File: src/rtl/bf_pkg.sv
package bf_pkg;
    localparam int ADDR_HI_W = 4;
    localparam int SEL_W     = 2;
    localparam int WAYS      = 1 << SEL_W;
    // quarter indices of the first decode stage
    localparam int Q_LOW   = 0;
    localparam int Q_DIRECT = 1;
    localparam int Q_SPLIT = 2;
    localparam int Q_HIGH  = 3;
    // segment indices of the second decode stage
    localparam int S_FIRST = 0;
    localparam int S_SECOND = 1;
    localparam int S_JUMPER = 2;
    localparam int S_VIDEO = 3;

    typedef struct packed {
        logic ce_n;
        logic a18;
        logic xen_n;
        logic dir;
        logic sys_n;
        logic vid_n;
    } bf_out_t;

    localparam bf_out_t BF_IDLE = '{ce_n: 1'b1, a18: 1'b0, xen_n: 1'b1,
                                    dir: 1'b1, sys_n: 1'b1, vid_n: 1'b1};
endpackage

File: src/rtl/bf_dec_stage.sv
module bf_dec_stage #(
    parameter int SEL_W = 2,
    localparam int WAYS = 1 << SEL_W
) (
    input  logic             en_n,
    input  logic [SEL_W-1:0] sel,
    output logic [WAYS-1:0]  y_n
);
    for (genvar i = 0; i < WAYS; i++) begin : g_way
        assign y_n[i] = en_n | (sel != SEL_W'(i));
    end
endmodule

File: src/rtl/bf_low_merge.sv
module bf_low_merge #(
    parameter int N = 4
) (
    input  logic [N-1:0] term_n,
    output logic         any_n
);
    // any low term pulls the result low
    assign any_n = &term_n;
endmodule

File: src/rtl/bf_backfill_decoder.sv
module bf_backfill_decoder
    import bf_pkg::*;
(
    input  logic                 clk,
    input  logic                 rst_n,
    input  logic [ADDR_HI_W-1:0] addr_hi,
    input  logic                 memr_n,
    input  logic                 memw_n,
    input  logic                 seg_a_en,
    output logic                 sram_ce_n,
    output logic                 sram_a18,
    output logic                 xcvr_en_n,
    output logic                 xcvr_dir,
    output logic                 sys_led_n,
    output logic                 vid_led_n
);
    localparam int MERGE_N = 4;

    logic [WAYS-1:0]    quarter_n;
    logic [WAYS-1:0]    segment_n;
    logic               seg_a_term_n;
    logic [MERGE_N-1:0] sel_terms_n;
    logic               hit_n;
    logic               strobe_n;
    bf_out_t            nxt;
    bf_out_t            cur;

    bf_dec_stage #(.SEL_W(SEL_W)) u_quarter (
        .en_n (1'b0),
        .sel  (addr_hi[ADDR_HI_W-1 -: SEL_W]),
        .y_n  (quarter_n)
    );

    bf_dec_stage #(.SEL_W(SEL_W)) u_segment (
        .en_n (quarter_n[Q_SPLIT]),
        .sel  (addr_hi[SEL_W-1:0]),
        .y_n  (segment_n)
    );

    // open jumper reads as inactive
    assign seg_a_term_n = segment_n[S_JUMPER] | ~seg_a_en;
    assign sel_terms_n  = {seg_a_term_n, segment_n[S_SECOND],
                           segment_n[S_FIRST], quarter_n[Q_DIRECT]};

    bf_low_merge #(.N(MERGE_N)) u_merge (
        .term_n (sel_terms_n),
        .any_n  (hit_n)
    );

    assign strobe_n = memr_n & memw_n;

    always_comb begin
        nxt.ce_n  = hit_n | strobe_n;
        nxt.a18   = addr_hi[SEL_W];
        nxt.xen_n = hit_n | strobe_n;
        nxt.dir   = memr_n;
        nxt.sys_n = (quarter_n[Q_LOW] & quarter_n[Q_HIGH]) | strobe_n;
        nxt.vid_n = segment_n[S_VIDEO] | strobe_n;
    end

    always_ff @(posedge clk or negedge rst_n) begin
        if (!rst_n) cur <= BF_IDLE;
        else        cur <= nxt;
    end

    assign sram_ce_n = cur.ce_n;
    assign sram_a18  = cur.a18;
    assign xcvr_en_n = cur.xen_n;
    assign xcvr_dir  = cur.dir;
    assign sys_led_n = cur.sys_n;
    assign vid_led_n = cur.vid_n;


    no_strobe_select_chk: assert property (@(posedge clk) disable iff (!rst_n)
        !sram_ce_n |-> $past(!memr_n || !memw_n));


    video_never_sram_chk: assert property (@(posedge clk) disable iff (!rst_n)
        !vid_led_n |-> ($past(addr_hi) == 4'hB && sram_ce_n));


    jumper_gate_chk: assert property (@(posedge clk) disable iff (!rst_n)
        (!sram_ce_n && $past(addr_hi) == 4'hA) |-> $past(seg_a_en));


    single_owner_chk: assert property (@(posedge clk) disable iff (!rst_n)
        $onehot0({~sram_ce_n, ~sys_led_n, ~vid_led_n}));


    a18_follow_chk: assert property (@(posedge clk) disable iff (!rst_n)
        $past(rst_n) |-> sram_a18 == $past(addr_hi[2]));
endmodule

File: config.mk
export PLATFORM = sky130hd
export DESIGN_NAME = bf_backfill_decoder
export DESIGN_NICKNAME = d
export VERILOG_FILES = /design/src/rtl/bf_pkg.sv /design/src/rtl/bf_dec_stage.sv /design/src/rtl/bf_low_merge.sv /design/src/rtl/bf_backfill_decoder.sv
export SDC_FILE = /design/constraint.sdc
export NUM_CORES = 1
export LEC_CHECK = 0
export ABC_AREA = 1
export ABC_CLOCK_PERIOD_IN_PS = 1000
export BUFFER_PORTS_ARGS = -buffer_cell sky130_fd_sc_hd__buf_2
export CAP_MARGIN = 0
export CORE_AREA = 10 10 47 49
export DETAILED_ROUTE_END_ITERATION = 10
export DIE_AREA = 0 0 57 59
export GPL_TIMING_DRIVEN = 0
export SLEW_MARGIN = 20
export SYNTH_ARGS = -nofsm -noshare
export SYNTH_HDL_FRONTEND = slang
export SYNTH_SLANG_ARGS = --single-unit
File: constraint.sdc
create_clock -name clk -period 1 [get_ports clk]
set_input_delay 0.15 -clock clk [delete_from_list [all_inputs] [get_ports clk]]
set_output_delay 0.15 -clock clk [all_outputs]
set_load 0.005 [all_outputs]
== Word-level counts from Yosys, hierarchy flattened ==
Cells that the tools add are included.
Storage, ports and cells
  input port bits: 9
  word-level logic and storage cells: 25
  output and inout port bits: 6
  flip-flop bits (word level): 5
Operators by class
  equal/unequal tests: 6
  reductions and logical operators: 3
  bitwise operators: 11
Operator list (count)
  $ne 2x2->1 const B: 4
  $or 1x1->1: 8
  $ne 2x1->1 const B: 2
  $reduce_and 4->1: 1
  $reduce_bool 2->1: 2
  $and 1x1->1: 2
  $not 1->1: 1

== Longest topological paths before layout ==
Gate-level depths: netlist of the first run.
  word-level depth: 5
  depth in mapped cells: 5
  depth with buffers taken out: 5

== Cells and area by module ==
Synthesis of the first run repeated with hierarchy kept, for this count alone.
Unflattened totals
  cell total of the unflattened synthesis: 33
  area total of the unflattened synthesis: 249.0 um^2
By module, submodules not included
  bf_backfill_decoder: cells an instance 16, area each 175.2 um^2, sequential area each 130.1 um^2, times used 1
  bf_dec_stage: cells an instance 7, area each 31.3 um^2, sequential area each 0.0 um^2, times used 2
  bf_low_merge: cells an instance 3, area each 11.3 um^2, sequential area each 0.0 um^2, times used 1

== Worst setup path before layout of the first run ==
OpenSTA, ideal clock, no wires.
  path type: register -> output
  start point: reg cur (netlist bit xcvr_en_n)
  end point: out xcvr_en_n
  data required time: 0.850 ns
  setup slack: 0.239 ns
  stages on the path, launching flop included: 2
  path buffers: 1
  arrival: 0.611 ns
  cell sequence: dfstp_2 > buf_4
RTL lines
  from (decl): line bf_backfill_decoder.sv:26  | bf_out_t cur;
  from (signal assigned): line bf_backfill_decoder.sv:63  | else cur <= nxt;
  to (decl): line bf_backfill_decoder.sv:12  | output logic xcvr_en_n,
No word-level cell between the ends.

== Final worst setup path of the first run ==
  start point: reg cur (netlist bit xcvr_en_n)
  end point: out xcvr_en_n
No word-level cell between the ends.

==> results.sh, run 1 <==
export IMPL_status="complete, but fails checks"
export IMPL_violations="setup timing"
export IMPL_grt_use_total=0.0365
export IMPL_grt_pass1_wl_um=841
export IMPL_boundaryPins=15
export IMPL_syn_area_per_cell_um2=10.6
export IMPL_worst_path_most_repeated_cell="buf_6"
export IMPL_fin_crit_sh=1.08
export IMPL_synthSimpleGateAreaFrac=0.160
export IMPL_grt_pass1_vias=218
export IMPL_path_buf_inv=2
export IMPL_rsz0062_at_grt="true"
export IMPL_whs_ns=0.0314
export IMPL_cp_start_kind="flip-flop"
export IMPL_synth_compound_area_share=0
export IMPL_crit_path_max_fanout=2
export IMPL_root_buffer="clkbuf_4"
export IMPL_hpwl_um=453
export IMPL_place_congestion=0.590
export IMPL_numCtsBuffers=3
export IMPL_wire_per_inst_um=9.11
export IMPL_critPathRequiredTime_ns=0.85
export IMPL_crit_arrival_ns=0.93
export IMPL_chipHeight_um=59
export IMPL_muxShareOfSynthArea=0
export IMPL_clkTransAtPathRegs_ns=0.04
export IMPL_synth_warnings=0
export IMPL_synth_seq_area_share=0.615
export IMPL_synth_seq_cells=5
export IMPL_ys_types=8
export IMPL_antenna_found_initial=0
export IMPL_setup_slack_ns=-0.0831
export IMPL_synth_nets=31
export IMPL_final_antenna_net_count=0
export IMPL_rows=14
export IMPL_htreeDepth=1
export IMPL_clockBufferDepth=2
export IMPL_min_delay_start="memr_n"
export IMPL_drv_cap=0
export IMPL_ys_top_cells_by_area="dfstp_2 50%, dfrtp_1 12%, ha_1 12%"
export IMPL_syn_area_um2=211
export IMPL_drc=0
export IMPL_drt_initial_drc_count=0
export IMPL_yosysTopAreaCell="dfstp_2"
export IMPL_mostFrequentLayoutCells="10 x buf_2, 6 x nand2_1, 5 x buf_6"
export IMPL_whs_endpoint="xcvr_dir"
export IMPL_critPathKind="reg2out"
export IMPL_final_common_cell="buf_2"
export IMPL_gr_total_overflow=0
export IMPL_port_buffers=14
export IMPL_vias=202
export IMPL_tightest_slew_ns=0.106
export IMPL_setup_violations=2
export IMPL_synthXorXnorAreaFrac=0
export IMPL_synth_cells=20
export IMPL_total_power_uw=529
export IMPL_max_freq_mhz=923
export IMPL_fin_crit_ns=1.08
export IMPL_initial_core_util=0.151
export IMPL_cts_setup_buffers=0
export IMPL_end_kind="output port"
export IMPL_nets=51
export IMPL_drt_total_wl_um=501
export IMPL_cts_sinks=5
export IMPL_cp_slowest_stage_delay_ns=0.53
export IMPL_hold_violations=0
export IMPL_hp_class="in2reg"
export IMPL_synthAdderAreaFrac=0.118
export IMPL_drt_first_pass_iters=1
export IMPL_synth_top_family_by_area="simple AND/OR/NAND/NOR gates"
export IMPL_ir_drop_uv=248
export IMPL_syn2layout_area_growth_pct=73.4
export IMPL_diodes=0
export IMPL_whs_path_depth=1
export IMPL_die_x_um=57
export IMPL_via_per_inst=3.67
export IMPL_slew_headroom=0.929
export IMPL_path_cells="buf_6, buf_6"
export IMPL_cp_slowest_cell="dfstp_2"
export IMPL_drive_above_1_share=0.564
export IMPL_grt_max_degree=6
export IMPL_coreArea_mm2=0.00140
export IMPL_dpl_worst_slack_ns=0.154
export IMPL_cts_tree="built"
export IMPL_place_area_um2=302
export IMPL_finish_utilization=0.262
export IMPL_slew_violations=0
export IMPL_design_area_um2=367
export IMPL_netlist_area_leader_share=0.497
export IMPL_crit_family="flip-flops"
export IMPL_power_density_mw_per_mm2=1440
export IMPL_fill_cells=165
export IMPL_leakagePower_nw=0.194
export IMPL_die_area_mm2=0.00336
==> Yosys cell counts (all sizes together) <==
cell type,number
ha,2
nand3,1
dfstp,4
buf,1
inv,4
nand4,1
nand2,6
dfrtp,1
==> timing repair <==
action                                  in CTS  in global routing
endpoints found under the setup margin       3                  5
pin swaps                                    0                  0
hold buffers                                 1                  0
cloned                                       0                  0
endpoints found under the hold margin        5                  0
resized for setup                            3                  2
==> registers in the layout (all words and copies together), names as in the netlist <==
register,cells
sys_led_n,1
sram_a18,1
vid_led_n,1
xcvr_en_n,1
xcvr_dir,1
==> routing by layer <==
layer	GRT usage	routed length (um)	vias up
met5	0	0	-
met1	0.0217	139	91
li1	-	-	97
met2	0.0527	263	12
met4	0.0705	26	0
met3	0.0236	72	2
==> area by class of cell <==
cell class | instances | area [um2] | area share
tap | 16 | 20.0 | 0.0546
buffer | 1 | 11.3 | 0.0307
multi-input combinational | 10 | 58.8 | 0.160
sequential | 5 | 130 | 0.355
clock buffer | 4 | 26.3 | 0.0717
timing repair buffer | 15 | 105 | 0.287
inverter | 4 | 15.0 | 0.0410
==> cells by family (layout without fill, tap and decap cells) <==
kind of cell / after synthesis / count (layout)
adders and majority gates: 2 / 2
buffers and inverters: 5 / 24
DFF: 5 / 5
and+or+nand+nor: 8 / 8
==> worst max path at each step <==
| stage | end | cells after the start | slack, ns | from |
|---|---|---|---|---|
| detailed placement | xcvr_en_n | 2 | 0.15 | xcvr_en_n |
| finish | xcvr_en_n | 2 | -0.08 | xcvr_en_n |
| global route | xcvr_en_n | 2 | -0.12 | xcvr_en_n |
| global placement | xcvr_en_n | 2 | 0.16 | xcvr_en_n |
| floorplan | xcvr_en_n | 1 | 0.24 | xcvr_en_n |
| CTS | xcvr_en_n | 2 | -0.09 | xcvr_en_n |
==> where the power goes <==
part / internal (mW) / switching, mW
Combinational: 0.0487 / 0.0306
Clock: 0.150 / 0.0708
Sequential: 0.223 / 0.00557
Total: 0.422 / 0.107
==> per-stage QoR <==
stage,cells,TNS [ns]
final,55,-0.108
after global routing,55,-0.226
after CTS,55,-0.123
after detailed placement,50,0
after global placement,50,0
after floorplan,20,0
No activity file was read; power rests on OpenSTA's default activity.
==> run 2: changes to the inputs <==
CTS_BUF_LIST = sky130_fd_sc_hd__clkbuf_4 sky130_fd_sc_hd__clkbuf_8   (was unset)
==> run 2 against run 1 <==
Net effect:
- first-iteration DRC count unchanged
- fmax unchanged
- worst hold slack lost 0.0013 ns
- sequential power about the same
- critical path type unchanged
- the run still ends with setup timing left
- combinational power about the same
- clock-buffer cell count unchanged
- flip-flop and latch count stayed put
- design area up 1.0%
- clock power up 13%
- non-clock buffer count stayed put
- worst setup slack stayed put
==> results.sh, run 2 (synthesis gave the netlist of run 1 again) <==
export IMPL_leakagePower_nw=0.198
export IMPL_clock_power_share=0.447
export IMPL_slew_violations=0
export IMPL_chipHeight_um=59
export IMPL_fin_crit_sh=1.08
export IMPL_end_kind="output port"
export IMPL_grt_pass1_vias=215
export IMPL_clockBufferDepth=2
export IMPL_critPathKind="reg2out"
export IMPL_switching_power_uw=108
export IMPL_drv_cap=0
export IMPL_setup_violations=2
export IMPL_final_antenna_net_count=0
export IMPL_slew_headroom=0.928
export IMPL_drt_total_wl_um=507
export IMPL_setup_slack_ns=-0.0831
export IMPL_ir_drop_uv=251
export IMPL_total_power_uw=558
export IMPL_boundaryPins=15
export IMPL_critPathRequiredTime_ns=0.85
export IMPL_p_comb_frac=0.142
export IMPL_path_buf_inv=2
export IMPL_power_internal_uw=449
export IMPL_numCtsBuffers=3
export IMPL_max_freq_mhz=923
export IMPL_crit_cells=2
export IMPL_antenna_found_initial=0
export IMPL_power_density_mw_per_mm2=1510
export IMPL_coreArea_mm2=0.00140
export IMPL_rsz0062_at_grt="true"
export IMPL_diodes=0
export IMPL_min_delay_start="memr_n"
export IMPL_cp_start_kind="flip-flop"
export IMPL_grt_use_total=0.0365
export IMPL_vias=200
export IMPL_violations="setup timing"
export IMPL_drt_initial_drc_count=0
export IMPL_grt_pass1_wl_um=841
export IMPL_drt_first_pass_iters=1
export IMPL_drc=0
export IMPL_initial_core_util=0.151
export IMPL_syn2layout_area_growth_pct=75.1
export IMPL_pwr_share_seq=0.411
export IMPL_hp_class="in2reg"
export IMPL_rows=14
export IMPL_wire_per_inst_um=9.22
export IMPL_fill_cells=163
export IMPL_cp_slowest_cell="dfstp_2"
export IMPL_nets=51
export IMPL_place_congestion=0.590
export IMPL_worst_path_most_repeated_cell="buf_6"
export IMPL_tightest_slew_ns=0.108
export IMPL_drive_above_1_share=0.590
export IMPL_clkTransAtPathRegs_ns=0.04
export IMPL_cts_setup_buffers=0
export IMPL_setup_worst_path_start="xcvr_en_n"
export IMPL_hpwl_um=453
export IMPL_status="complete, but fails checks"
export IMPL_gr_total_overflow=0
export IMPL_cp_slowest_stage_delay_ns=0.53
export IMPL_crit_family="flip-flops"
export IMPL_path_cells="buf_6, buf_6"
export IMPL_root_buffer="clkbuf_4"
export IMPL_final_common_cell="buf_2"
export IMPL_cts_sinks=5
export IMPL_htreeDepth=1
export IMPL_die_area_mm2=0.00336
export IMPL_crit_arrival_ns=0.93
export IMPL_hold_violations=0
export IMPL_fin_crit_ns=1.08
export IMPL_switching_share=0.194
export IMPL_port_buffers=14
export IMPL_via_per_inst=3.64
export IMPL_cts_tree="built"
export IMPL_mostFrequentLayoutCells="10 x buf_2, 6 x nand2_1, 5 x buf_6"
export IMPL_crit_path_max_fanout=2
export IMPL_die_x_um=57
export IMPL_endpoint="xcvr_en_n"
export IMPL_whs_ns=0.0300
export IMPL_grt_max_degree=6
## run 2: area by class of cell
type / instances / area (um2) / share of cell area
multi-input combinational: 10 / 58.8 / 0.159
buffer: 1 / 11.3 / 0.0304
inverter: 4 / 15.0 / 0.0405
clock buffer: 4 / 30.0 / 0.0811
timing repair buffer: 15 / 105 / 0.284
tap: 16 / 20.0 / 0.0541
sequential: 5 / 130 / 0.351
## run 2: per-layer routing
metal,track usage,part of all wire,wire (um)
met4,0.0705,0.051,26
met5,0,0,0
met3,0.0236,0.14,72
met1,0.0217,0.28,141
met2,0.0527,0.53,267
## run 2: repair_timing
| action | in CTS | in global routing |
|---|---|---|
| hold endpoints to repair | 5 | 0 |
| gates resized for setup | 3 | 2 |
| hold buffers | 1 | 0 |
| endpoints found under the setup margin | 3 | 5 |
## run 2: through the flow
stage                      util  cell area [um2]  TNS, ns  setup WS [ns]  std cells
final                     0.264              370   -0.108        -0.0831         55
after global routing      0.264              370   -0.233         -0.119         55
after CTS                 0.255              358   -0.123        -0.0899         55
after detailed placement  0.215              302        0          0.154         50
after global placement    0.215              302        0          0.161         50
after floorplan               -              211        0          0.239         20
## run 2: how the worst min path moves through the flow
stage / depth (start not counted) / endpoint / slack [ns]
global route: 1 / xcvr_dir / 0.02
finish: 1 / xcvr_dir / 0.03
global placement: 1 / sram_a18 / -0.04
CTS: 1 / xcvr_dir / 0.02
floorplan: 0 / sram_a18 / -0.15
detailed placement: 1 / sram_a18 / -0.03
## run 2: power groups by stage
stage	Sequential, mW	Combinational [mW]	Clock [mW]
after floorplan	0.231	0.0208	0
after global placement	0.228	0.0630	0
after detailed placement	0.228	0.0644	0
after CTS	0.227	0.0746	0.263
after global routing	0.231	0.0904	0.274
final	0.229	0.0793	0.249
==> run 3: changes to the inputs <==
ABC_CLOCK_PERIOD_IN_PS = 1380   (was 1000)
PLACE_DENSITY = 0.41   (was unset)
SETUP_SLACK_MARGIN = 0.1   (was unset)
clock period = 1.38 ns   (was 1 ns; I/O delays follow)
==> run 3 against run 2 <==
Net effect:
- the flow now finishes without violations
- die area stayed put
- combinational power fell by 39%
- sequential power is 28% lower
- total power shrank 29%
- sequential share of layout area rose by 3.0 points
- first-iteration DRC count is the same
- global-route usage decreased by 0.14 points
- design area shrank 7.8%
- worst hold slack improved by 0.052 ns
- critical path depth unchanged
- cell count unchanged
- flip-flop and latch count is the same
- critical endpoint unchanged
- largest cell class unchanged
- largest power group unchanged
==> results.sh, run 3 (synthesis gave the netlist of run 1 again) <==
export IMPL_status="complete, no violations"
export IMPL_drv_cap=0
export IMPL_cts_tree="built"
export IMPL_place_area_um2=302
export IMPL_power_internal_uw=316
export IMPL_grt_max_degree=6
export IMPL_whs_path_depth=1
export IMPL_final_antenna_net_count=0
export IMPL_cp_start_kind="flip-flop"
export IMPL_crit_path_max_fanout=2
export IMPL_clockBufferDepth=2
export IMPL_slew_headroom=0.924
export IMPL_setup_slack_ns=0.233
export IMPL_cts_hold_fix_buffers=1
export IMPL_fin_crit_ns=1.15
export IMPL_drc=0
export IMPL_final_cells=55
export IMPL_wire_per_inst_um=10.1
export IMPL_p_comb_frac=0.122
export IMPL_critPathKind="reg2out"
export IMPL_port_buffers=14
export IMPL_tightest_slew_ns=0.115
export IMPL_root_buffer="clkbuf_4"
export IMPL_antenna_found_initial=0
export IMPL_die_x_um=57
export IMPL_total_power_uw=397
export IMPL_place_congestion=0.605
export IMPL_cts_resized_gates=0
export IMPL_rsz0062_at_grt="false"
export IMPL_diodes=0
export IMPL_crit_arrival_ns=0.94
export IMPL_tns_ns=0
export IMPL_dp_cells=50
export IMPL_switching_power_uw=81.6
export IMPL_final_common_cell="buf_2"
export IMPL_dpl_worst_slack_ns=0.480
export IMPL_pwr_share_seq=0.413
export IMPL_numCtsBuffers=3
export IMPL_rows=14
export IMPL_hold_violations=0
export IMPL_cts_setup_buffers=0
export IMPL_cts_sinks=5
export IMPL_chipHeight_um=59
export IMPL_die_area_mm2=0.00336
export IMPL_grt_use_total=0.0352
export IMPL_clkTransAtPathRegs_ns=0.04
export IMPL_ir_drop_uv=230
export IMPL_nets=51
export IMPL_via_per_inst=3.42
export IMPL_drive_above_1_share=0.590
export IMPL_setup_violations=0
export IMPL_drt_total_wl_um=553
export IMPL_max_freq_mhz=871
export IMPL_htreeDepth=1
export IMPL_finish_utilization=0.244
export IMPL_fin_crit_sh=0.832
export IMPL_vias=188
export IMPL_leakagePower_nw=0.185
export IMPL_grt_pass1_vias=208
export IMPL_switching_share=0.205
export IMPL_min_delay_start="memr_n"
export IMPL_drt_first_pass_iters=1
export IMPL_hp_class="in2reg"
export IMPL_drt_initial_drc_count=0
export IMPL_syn2layout_area_growth_pct=61.5
export IMPL_mostFrequentLayoutCells="14 x buf_2, 6 x nand2_1, 4 x inv_1, 4 x clkbuf_4, 4 x dfstp_2"
export IMPL_grt_pass1_wl_um=807
export IMPL_boundaryPins=15
export IMPL_whs_endpoint="xcvr_dir"
export IMPL_critPathRequiredTime_ns=1.17
export IMPL_end_kind="output port"
export IMPL_gr_total_overflow=0
export IMPL_design_area_um2=342
export IMPL_whs_ns=0.0820
export IMPL_initial_core_util=0.151
export IMPL_slew_violations=0
export IMPL_power_density_mw_per_mm2=1160
export IMPL_clock_power_share=0.466
export IMPL_coreArea_mm2=0.00140
==> run 3: worst max-delay path, cell delays in order, from the launching register on <==
cell,delay [ns]
dfstp_2,0.52
buf_4,0.09
buf_2,0.10
==> run 3: final cells by class <==
type | count | area [um2]
Timing Repair Buffer | 15 | 80.1
Inverter | 4 | 15.0
Multi-Input combinational cell | 10 | 58.8
Sequential cell | 5 | 130
Tap cell | 16 | 20.0
Buffer | 1 | 7.51
Clock buffer | 4 | 30.0
Fill cell | 170 | 1060
==> run 3: worst max path at each step <==
stage,from,endpoint,depth (start not counted)
4_1_cts,xcvr_en_n,xcvr_en_n,2
3_3_place_gp,xcvr_en_n,xcvr_en_n,2
6_report,xcvr_en_n,xcvr_en_n,2
2_1_floorplan,xcvr_en_n,xcvr_en_n,1
3_5_place_dp,xcvr_en_n,xcvr_en_n,2
5_1_grt,xcvr_en_n,xcvr_en_n,2
==> run 3: layer usage <==
layer  global-route usage  up-vias  part of all wire  wire [um]
met5                    0        -                 0          0
met4               0.0403        0                 0          0
met3               0.0429        0              0.19        103
met2               0.0233       19              0.28        154
met1               0.0409       72              0.54        296
li1                     -       97                 -          -
==> run 3: power by group through the flow <==
stage / combinational, mW / clock, mW / sequential (mW)
finish: 0.0483 / 0.185 / 0.164
global route: 0.0553 / 0.206 / 0.165
CTS: 0.0496 / 0.196 / 0.164
detailed placement: 0.0472 / 0 / 0.166
global placement: 0.0468 / 0 / 0.166
floorplan: 0.0151 / 0 / 0.168
